### src/rtl/usb_hcr_pkg.sv
package usb_hcr_pkg;

  localparam int unsigned REG_W        = 32;
  localparam int unsigned BIT_BULK     = 5;
  localparam int unsigned BIT_STATE_LO = 6;
  localparam int unsigned BIT_ROUTE    = 8;
  localparam int unsigned BIT_WCONN    = 9;
  localparam int unsigned BIT_WEN      = 10;

  typedef enum logic [1:0] {
    HC_RESET   = 2'b00,
    HC_RESUME  = 2'b01,
    HC_OPER    = 2'b10,
    HC_SUSPEND = 2'b11
  } hc_state_e;

  typedef struct packed {
    logic      wake_en;
    logic      wake_conn;
    logic      irq_route;
    hc_state_e state;
    logic      bulk_en;
  } ctrl_fields_t;

  localparam ctrl_fields_t FIELDS_HW_RST = '{
    wake_en:   1'b0,
    wake_conn: 1'b0,
    irq_route: 1'b0,
    state:     HC_RESET,
    bulk_en:   1'b0
  };

  // Places the held fields at their software-visible bit positions.
  function automatic logic [REG_W-1:0] fields_to_word(ctrl_fields_t f);
    logic [REG_W-1:0] w;
    w                      = '0;
    w[BIT_WEN]             = f.wake_en;
    w[BIT_WCONN]           = f.wake_conn;
    w[BIT_ROUTE]           = f.irq_route;
    w[BIT_STATE_LO +: 2]   = f.state;
    w[BIT_BULK]            = f.bulk_en;
    return w;
  endfunction

endpackage

### src/rtl/hcr_ctrl_fields.sv
module hcr_ctrl_fields
  import usb_hcr_pkg::*;
(
  input  logic               clk,
  input  logic               rst,
  input  logic               sw_reset,
  input  logic               wr_en,
  input  logic [REG_W-1:0]   wr_data,
  input  logic               resume_detect,
  output ctrl_fields_t       fields_q,
  output logic               port_reset_q,
  output logic [REG_W-1:0]   rd_data
);

  ctrl_fields_t fields_d;
  logic         unused_wr_bits;

  // Reserved positions are never stored.
  assign unused_wr_bits = ^{wr_data[REG_W-1:BIT_WEN+1], wr_data[BIT_BULK-1:0]};

  always_comb begin
    fields_d = fields_q;
    if (sw_reset) begin
      fields_d.state   = HC_SUSPEND;
      fields_d.wake_en = 1'b0;
      fields_d.bulk_en = 1'b0;
    end else if (wr_en) begin
      fields_d.wake_en   = wr_data[BIT_WEN];
      fields_d.wake_conn = wr_data[BIT_WCONN];
      fields_d.irq_route = wr_data[BIT_ROUTE];
      fields_d.state     = hc_state_e'(wr_data[BIT_STATE_LO +: 2]);
      fields_d.bulk_en   = wr_data[BIT_BULK];
    end else if (fields_q.state == HC_SUSPEND && resume_detect) begin
      fields_d.state = HC_RESUME;
    end
  end

  always_ff @(posedge clk) begin
    if (rst) begin
      fields_q     <= FIELDS_HW_RST;
      port_reset_q <= 1'b1;
      rd_data      <= '0;
    end else begin
      fields_q <= fields_d;
      if (fields_d.state != HC_RESET) begin
        port_reset_q <= 1'b0;
      end
      rd_data <= fields_to_word(fields_q);
    end
  end

endmodule

### src/rtl/hcr_sof_timer.sv
module hcr_sof_timer #(
  parameter int unsigned DELAY_CYC = 200000
) (
  input  logic clk,
  input  logic rst,
  input  logic in_oper,
  output logic sof_active,
  output logic sof_first
);

  localparam int unsigned CW = (DELAY_CYC < 2) ? 1 : $clog2(DELAY_CYC);
  localparam logic [CW-1:0] LAST = CW'(DELAY_CYC - 1);

  logic          was_oper;
  logic          armed;
  logic [CW-1:0] cnt;

  always_ff @(posedge clk) begin
    if (rst) begin
      was_oper   <= 1'b0;
      armed      <= 1'b0;
      cnt        <= '0;
      sof_active <= 1'b0;
      sof_first  <= 1'b0;
    end else begin
      was_oper  <= in_oper;
      sof_first <= 1'b0;
      if (!in_oper) begin
        armed      <= 1'b0;
        cnt        <= '0;
        sof_active <= 1'b0;
      end else if (!was_oper) begin
        armed <= 1'b1;
        cnt   <= '0;
      end else if (armed) begin
        if (cnt == LAST) begin
          armed      <= 1'b0;
          sof_active <= 1'b1;
          sof_first  <= 1'b1;
        end else begin
          cnt <= cnt + CW'(1);
        end
      end
    end
  end

endmodule

### src/rtl/hcr_event_route.sv
module hcr_event_route (
  input  logic clk,
  input  logic rst,
  input  logic irq_event,
  input  logic irq_route,
  input  logic wake_en,
  input  logic resume_status,
  input  logic sof_pulse,
  input  logic sof_active,
  input  logic bulk_en,
  output logic host_irq,
  output logic smi_irq,
  output logic wakeup_req,
  output logic bulk_run
);

  always_ff @(posedge clk) begin
    if (rst) begin
      host_irq   <= 1'b0;
      smi_irq    <= 1'b0;
      wakeup_req <= 1'b0;
      bulk_run   <= 1'b0;
    end else begin
      host_irq   <= irq_event & ~irq_route;
      smi_irq    <= irq_event &  irq_route;
      wakeup_req <= wake_en & resume_status;
      if (!sof_active) begin
        bulk_run <= 1'b0;
      end else if (sof_pulse) begin
        bulk_run <= bulk_en;
      end
    end
  end

endmodule

### src/rtl/usb_hc_ctrl_reg.sv
module usb_hc_ctrl_reg
  import usb_hcr_pkg::*;
#(
  parameter int unsigned CLK_KHZ        = 200000,
  parameter int unsigned START_DELAY_MS = 1
) (
  input  logic        clk,
  input  logic        rst,
  input  logic        sw_reset,
  input  logic        wr_en,
  input  logic [31:0] wr_data,
  output logic [31:0] rd_data,
  input  logic        resume_detect,
  input  logic        resume_status,
  input  logic        irq_event,
  input  logic        sof_pulse,
  output logic [1:0]  hc_state,
  output logic        smi_route,
  output logic        host_irq,
  output logic        smi_irq,
  output logic        wakeup_req,
  output logic        sof_active,
  output logic        sof_first,
  output logic        bulk_run,
  output logic        port_reset_req
);

  localparam int unsigned DELAY_CYC = CLK_KHZ * START_DELAY_MS;

  ctrl_fields_t fields_q;

  hcr_ctrl_fields u_fields (
    .clk           (clk),
    .rst           (rst),
    .sw_reset      (sw_reset),
    .wr_en         (wr_en),
    .wr_data       (wr_data),
    .resume_detect (resume_detect),
    .fields_q      (fields_q),
    .port_reset_q  (port_reset_req),
    .rd_data       (rd_data)
  );

  hcr_sof_timer #(
    .DELAY_CYC (DELAY_CYC)
  ) u_timer (
    .clk        (clk),
    .rst        (rst),
    .in_oper    (fields_q.state == HC_OPER),
    .sof_active (sof_active),
    .sof_first  (sof_first)
  );

  hcr_event_route u_route (
    .clk           (clk),
    .rst           (rst),
    .irq_event     (irq_event),
    .irq_route     (fields_q.irq_route),
    .wake_en       (fields_q.wake_en),
    .resume_status (resume_status),
    .sof_pulse     (sof_pulse),
    .sof_active    (sof_active),
    .bulk_en       (fields_q.bulk_en),
    .host_irq      (host_irq),
    .smi_irq       (smi_irq),
    .wakeup_req    (wakeup_req),
    .bulk_run      (bulk_run)
  );

  assign hc_state  = fields_q.state;
  assign smi_route = fields_q.irq_route;

endmodule

### config.mk
export PLATFORM = sky130hd
export DESIGN_NAME = usb_hc_ctrl_reg
export DESIGN_NICKNAME = d
export VERILOG_FILES = /design/src/rtl/usb_hcr_pkg.sv /design/src/rtl/hcr_ctrl_fields.sv /design/src/rtl/hcr_sof_timer.sv /design/src/rtl/hcr_event_route.sv /design/src/rtl/usb_hc_ctrl_reg.sv
export SDC_FILE = /design/constraint.sdc
export NUM_CORES = 1
export LEC_CHECK = 0
export ABC_CLOCK_PERIOD_IN_PS = 2200
export BUFFER_PORTS_ARGS = -buffer_cell sky130_fd_sc_hd__buf_2
export CAP_MARGIN = 20
export CELL_PAD_IN_SITES_DETAIL_PLACEMENT = 1
export CELL_PAD_IN_SITES_GLOBAL_PLACEMENT = 1
export CORE_MARGIN = 4
export CORE_UTILIZATION = 34
export CTS_CLUSTER_SIZE = 8
export DETAILED_ROUTE_END_ITERATION = 8
export PLACE_DENSITY_LB_ADDON = 0.1
export SLEW_MARGIN = 5
export SYNTH_ARGS = -nofsm -noshare
export SYNTH_HDL_FRONTEND = slang
export SYNTH_HIERARCHICAL = 1
export SYNTH_SLANG_ARGS = --single-unit
### constraint.sdc
create_clock -name clk -period 2.2 [get_ports clk]
set_input_delay 0 -clock clk [delete_from_list [all_inputs] [get_ports clk]]
set_output_delay 0 -clock clk [all_outputs]
set_load 0.01 [all_outputs]
; Word-level counts from Yosys, hierarchy flattened
; Cells that the tools add are included.
[word_totals]
in_bits = 40
output_inout_bits = 42
wordCells = 49
reg_bits = 65
[classes]
reduce_logical = 10
addsub = 1
bitwise = 10
eq_ne = 3
mux = 8
[ops]
columns = cell, count
row1 = "18-bit by 1-bit adder with 18-bit output, second input constant", 1
row2 = "18-bit == test, second input constant", 1
row3 = 1-bit inverter, 7
row4 = 2-bit OR reduction, 3
row5 = 1-bit two-way mux, 5
row6 = "2-bit == test, second input constant", 2
row7 = 2-bit two-way mux, 2
row8 = 2-bit AND reduction, 2
row9 = 4-bit OR reduction, 1
row10 = 1-bit bitwise AND, 3
row11 = 3-bit two-way mux, 1
row12 = 3-bit AND reduction, 1
row13 = 3-bit OR reduction, 1
row14 = 2-bit nonzero test, 1
row15 = 1-bit logical AND, 1

; Logic depth before layout (Yosys ltp)
[depth]
ltp_word = 6
ltp_mapped = 6
depth_no_buf = 5

; Modules after synthesis
; The synthesis kept the hierarchy.
[by_module_without_submodules]
columns = module, seq_area_each_um2, instances, cells_per_inst, area_each_um2
row1 = hcr_sof_timer, 440.4, 1, 119, 1047.3
row2 = hcr_ctrl_fields, 260.2, 1, 65, 648.1
row3 = hcr_event_route, 80.1, 1, 10, 126.4
row4 = usb_hc_ctrl_reg, 0.0, 1, 1, 13.8

; Worst setup path before layout
; OpenSTA, ideal clock, no wires.
[synth_timing]
kind = reg-to-reg
startpoint = register u_timer.cnt[0]
endpoint = register u_timer.cnt[14]
arrival_ns = 1.489
synth_period_minus_slack_ns = 1.559
path_slack_ns = 0.641
stages_incl_launch_ff = 6
n_path_buf = 0
required_ns = 2.129
setup_time_ns = 0.071
cell_sequence = dfxtp_1 -> ha_1 -> and4_1 -> nand2_1 -> or4_1 -> a21oi_1
[synth_between]
elab_chain_len = 3
elab_cells_between_ends = 4
cone_classes = add/sub: 1 / eq/ne: 1 / bitwise: 1 / reduce/logical: 1
[synth_rtl]
columns = element, line_no
row1 = from (decl), hcr_sof_timer.sv:16  ; logic [CW-1:0] cnt;
row2 = from (signal assigned), hcr_sof_timer.sv:41  ; cnt <= cnt + CW'(1);
row3 = branches (longest 3 deep; another with 18-bit by 1-bit adder with 18-bit output), -
; Parallel ways; which one is timed is not known.
; A chain may end at the register's enable or synchronous reset.

; Worst setup path in the final report
; Ends and elaborated chain as after synthesis.

==> run summary <==
For this run, the number of Yosys warnings is 6. The count of flip-flops with a built-in enable after synthesis is 0. The largest vdd supply drop is 0.0002808 V, and the relative area change from synthesis to final layout is 15.41%. The average vias per placed instance came out at 4.677.

The largest area contributor in the netlist is dfxtp_1. The logs give 290 ps for the latest clock arrival within the worst-skew pair and 2 for the number of levels in the clock H-tree. The worst path needs 1814 ps of the cycle, external delays included. The count of instances resized after the clock tree is built came out at 0.

The most common cell in the synthesized netlist was dfxtp_1. For the number of pins with negative max-slew slack in the final report, the log shows 0. The run gives 82 as the number of primary I/O pins. The number of clock buffers added by TritonCTS is 5. The endpoint class of the critical path is a flop. The final weighted congestion in routability-driven placement was 0.7632.

For this run, the top clock speed supported by timing is 551.3 MHz. The post-synthesis average cell area is 9.413 um^2. Counting every instance in the synthesized netlist gives 195.

Setup repair after global routing left no endpoint under its margin. After synthesis the cells add up to 0.001836 mm^2. After routing, the total negative slack on setup checks comes to 0 ps. The synthesized netlist devotes 26.86% of its cell area to simple gates. Of the available clock period, the critical path in the final layout requires 82.46%. The floorplan step set the die height to 81.48 um.

Counting flops and latches in the post-synthesis netlist gives 39. In this run the static leakage power is 0.8249 nW. The startpoint identified for the worst register-to-register timing path is u_timer/cnt[0]$_SDFFE_PP0P_. The utilization after layout was 40.95%; the number of cells on the critical path was 5. The CTS root buffer is clkbuf_8. The maximum fanout encountered on the critical timing path works out to 5. Summed over all nets, the switching power comes to 316.4 uW. After layout, the design draws a total of 1.410 mW.

For this design the ratio of total power to cell area is 665.6 mW/mm^2. Number of I/O port buffers: 29. The main combinational cell family by area after synthesis was simple AND/OR/NAND/NOR gates. The die covers 0.006638 mm^2. The critical path ends at u_timer/cnt[14]$_SDFFE_PP0P_. The clock transition at the registers of the reported paths is 80 ps.

Max-cap violations in this run came to 0. For the placed standard-cell area, the log shows 0.001932 mm^2. The tools report the worst setup path startpoint as u_timer/cnt[0]$_SDFFE_PP0P_.

For this run, the slowest stage of the critical path takes 540 ps. For the internal power component, the log shows 1.094 mW. The part of the power in combinational logic is 7.0%.

The final instance area is 0.002118 mm^2. The final layout contains routed wiring with a total length of 4.129 mm. The largest registers in the layout are u_timer/cnt x18, u_fields/fields_q x6, u_fields/rd_data x6. The register with the most flip-flops in the layout has 18 of them. The remaining global-route overflow is 0.

Data arrives at the worst endpoint at 2030 ps. The count of clock tree sinks is 39. Flip-flop cell with the highest count after synthesis: dfxtp_1. Starting density of the core: 35.49%. After the last flow step, the layout net total stands at 274. In this run the standard cell core region covers 0.005172 mm^2. The wire-length estimate of the detail-placed layout is 3.042 mm. The placed instance count is 288, and the share of synthesized cell area in full adder, half adder and majority cells is 0.6817%. Cell count of the worst reg-to-reg path: 5. The number of global-route vias before repair was 1423; the final standard cell count with taps included and fillers excluded was 303. For this run, the detailed router's first-pass iteration total came to 4.

The repair_antennas step left the layout with diodes totalling 0. The DRC violation total after the first TritonRoute iteration was 47. The final setup violation count was 0; the routed wire length per instance was 13.63 um. The logs give 45 for the count of unique library cells instantiated by Yosys and 51.7% for the share of total power in sequential cells. In this run, the clock network consumes 41.3% of the power. The first global-routing pass estimated 6.741 mm of wire. The tools report the count of fill cells added during filler insertion as 632. The logs give 0 for the post-route DRC violation count and 390 ps for the worst-case register-to-register setup slack. The synthesized netlist devotes 1.909% of its cell area to XOR and XNOR gates. The post-route clock skew is 8.729 ps, and the number of endpoints with negative hold slack in the final report is 0. The worst setup path is launched from a flop.

Of the cells placed in the final design, the portion with a size suffix greater than 1 is 20.60%. Sequential elements use 42.54% of the synthesized area. For this run, asynchronously set or reset flops after synthesis account for 0%.

The signal on the critical path passes through ha_1 -> and4_1 -> nand2_1 -> or4_1 -> a21oi_1. The logs give 13.30% for the overall track demand over capacity in global routing and 1417 for the via count of the routed design. On the critical path the largest part of the delay comes from simple AND/OR/NAND/NOR gates. The kind of critical path was reg2reg.

The remaining antenna violation count is 0, and the initial antenna violation count is 0. TritonCTS built the clock tree. The top-area cell type share of the netlist area is 42.54%, and the required time of the critical path is 2410 ps. Yosys attributes the largest share of cell area to dfxtp_1, buf_4, mux2i_1. In this run the critical register-to-register path is captured at u_timer/cnt[14]$_SDFFE_PP0P_. Kind of path behind the tightest hold check: in2reg.

Ranked by flip-flop count, first place goes to u_timer/cnt. The standard-cell row count was 26. The slowest cell on the critical path was or4_1. The maximum number of pins on one net before global-route repair was 19; the synthesized-area fraction occupied by ao, oa, aoi and oai cells was 9.884%. Measured along the x axis, the die boundary spans 81.48 um.

Together, buffers and inverters on the worst path number 0. The flow ran to the end, and the final reports show no timing, DRC or antenna violations. After synthesis, the most frequently instantiated cells are dfxtp_1, buf_4, nand2_1, nor2_1, nor2b_1.

The mux share of post-synthesis cell area is 4.363%. Maximum clock path buffer count: 2. In this run switching power makes up 22.44% of total power.
-- cells in the final DEF, fill, tap and decap left out, types with 5 or more instances in the layout --
cell           instances
dfxtp_1               39
or4_1                  5
dlygate4sd3_1          8
a211oi_1               5
nor2_1                15
nor2b_1                9
clkbuf_8               5
conb_1                26
nand2_1               18
buf_2                 29
a21oi_1                7
mux2i_1                8
-- logic make-up (layout without fill, tap and decap cells) --
| logic type | count (synthesis) | in the layout |
|---|---|---|
| AO/OA/AOI/OAI | 26 | 26 |
| flip-flops | 39 | 39 |
| AND/OR/NAND/NOR | 81 | 81 |
| multiplexers | 8 | 8 |
| adder cells (fa/ha/maj) | 1 | 1 |
| buffers and inverters | 35 | 48 |
| other | 1 | 26 |
| XOR/XNOR | 4 | 4 |
-- power by group through the flow --
stage | logic [mW] | registers [mW] | clock network [mW]
floorplan | 0.0887 | 0.749 | 0
global placement | 0.0854 | 0.745 | 0
detailed placement | 0.0874 | 0.746 | 0
CTS | 0.0975 | 0.729 | 0.604
global route | 0.109 | 0.732 | 0.633
finish | 0.0985 | 0.729 | 0.582
-- how the worst min path moves through the flow --
stage | from | endpoint | slack (ps) | cells after the start
floorplan | rst | u_route/bulk_run$_SDFFE_PP0P_ | 70 | 1
global placement | resume_status | u_route/wakeup_req$_SDFF_PP0_ | 220 | 3
detailed placement | resume_status | u_route/wakeup_req$_SDFF_PP0_ | 230 | 3
CTS | wr_data[10] | u_fields/fields_q[5]$_SDFFE_PP0P_ | 20 | 3
global route | sof_pulse | u_route/bulk_run$_SDFFE_PP0P_ | 50 | 3
finish | wr_data[10] | u_fields/fields_q[5]$_SDFFE_PP0P_ | 30 | 3
-- metal layers --
layer	vias to the layer above	global-route usage, %	wire [um]
li1	706	-	-
met3	5	5.044	280
met2	38	22.88	2103
met5	-	0	0
met1	668	15.21	1692
met4	0	4.054	52
-- cell type report --
type                       instances  area (um^2)  area share [%]
clock inverter                     2        37.54           1.772
multi-input combinational        146        899.6           42.47
sequential                        39        780.7           36.86
tap                               70        87.58           4.135
timing repair buffer              38        232.7           10.99
inverter                           3        11.26          0.5316
clock buffer                       5        68.82           3.249
-- metrics by stage --
step,setup WS [ps],hold WS [ps]
after floorplan,640.7,69.51
after global placement,459.2,217.1
after detailed placement,412.1,231.4
after CTS,381.0,21.94
after global routing,253.5,51.04
final,385.9,33.73
-- worst register-to-register path, cell delays in order (launching register included) --
cell,delay [ps]
dfxtp_1,370
ha_1,230
and4_1,290
nand2_1,150
or4_1,540
a21oi_1,160
-- what timing repair did --
| item | 4_1_cts | 5_1_grt |
|---|---|---|
| hold endpoints to repair | 9 | 0 |
| hold buffers | 8 | 0 |
| setup buffers | 0 | 0 |
Note: power is estimated with default switching activity, not from simulation.
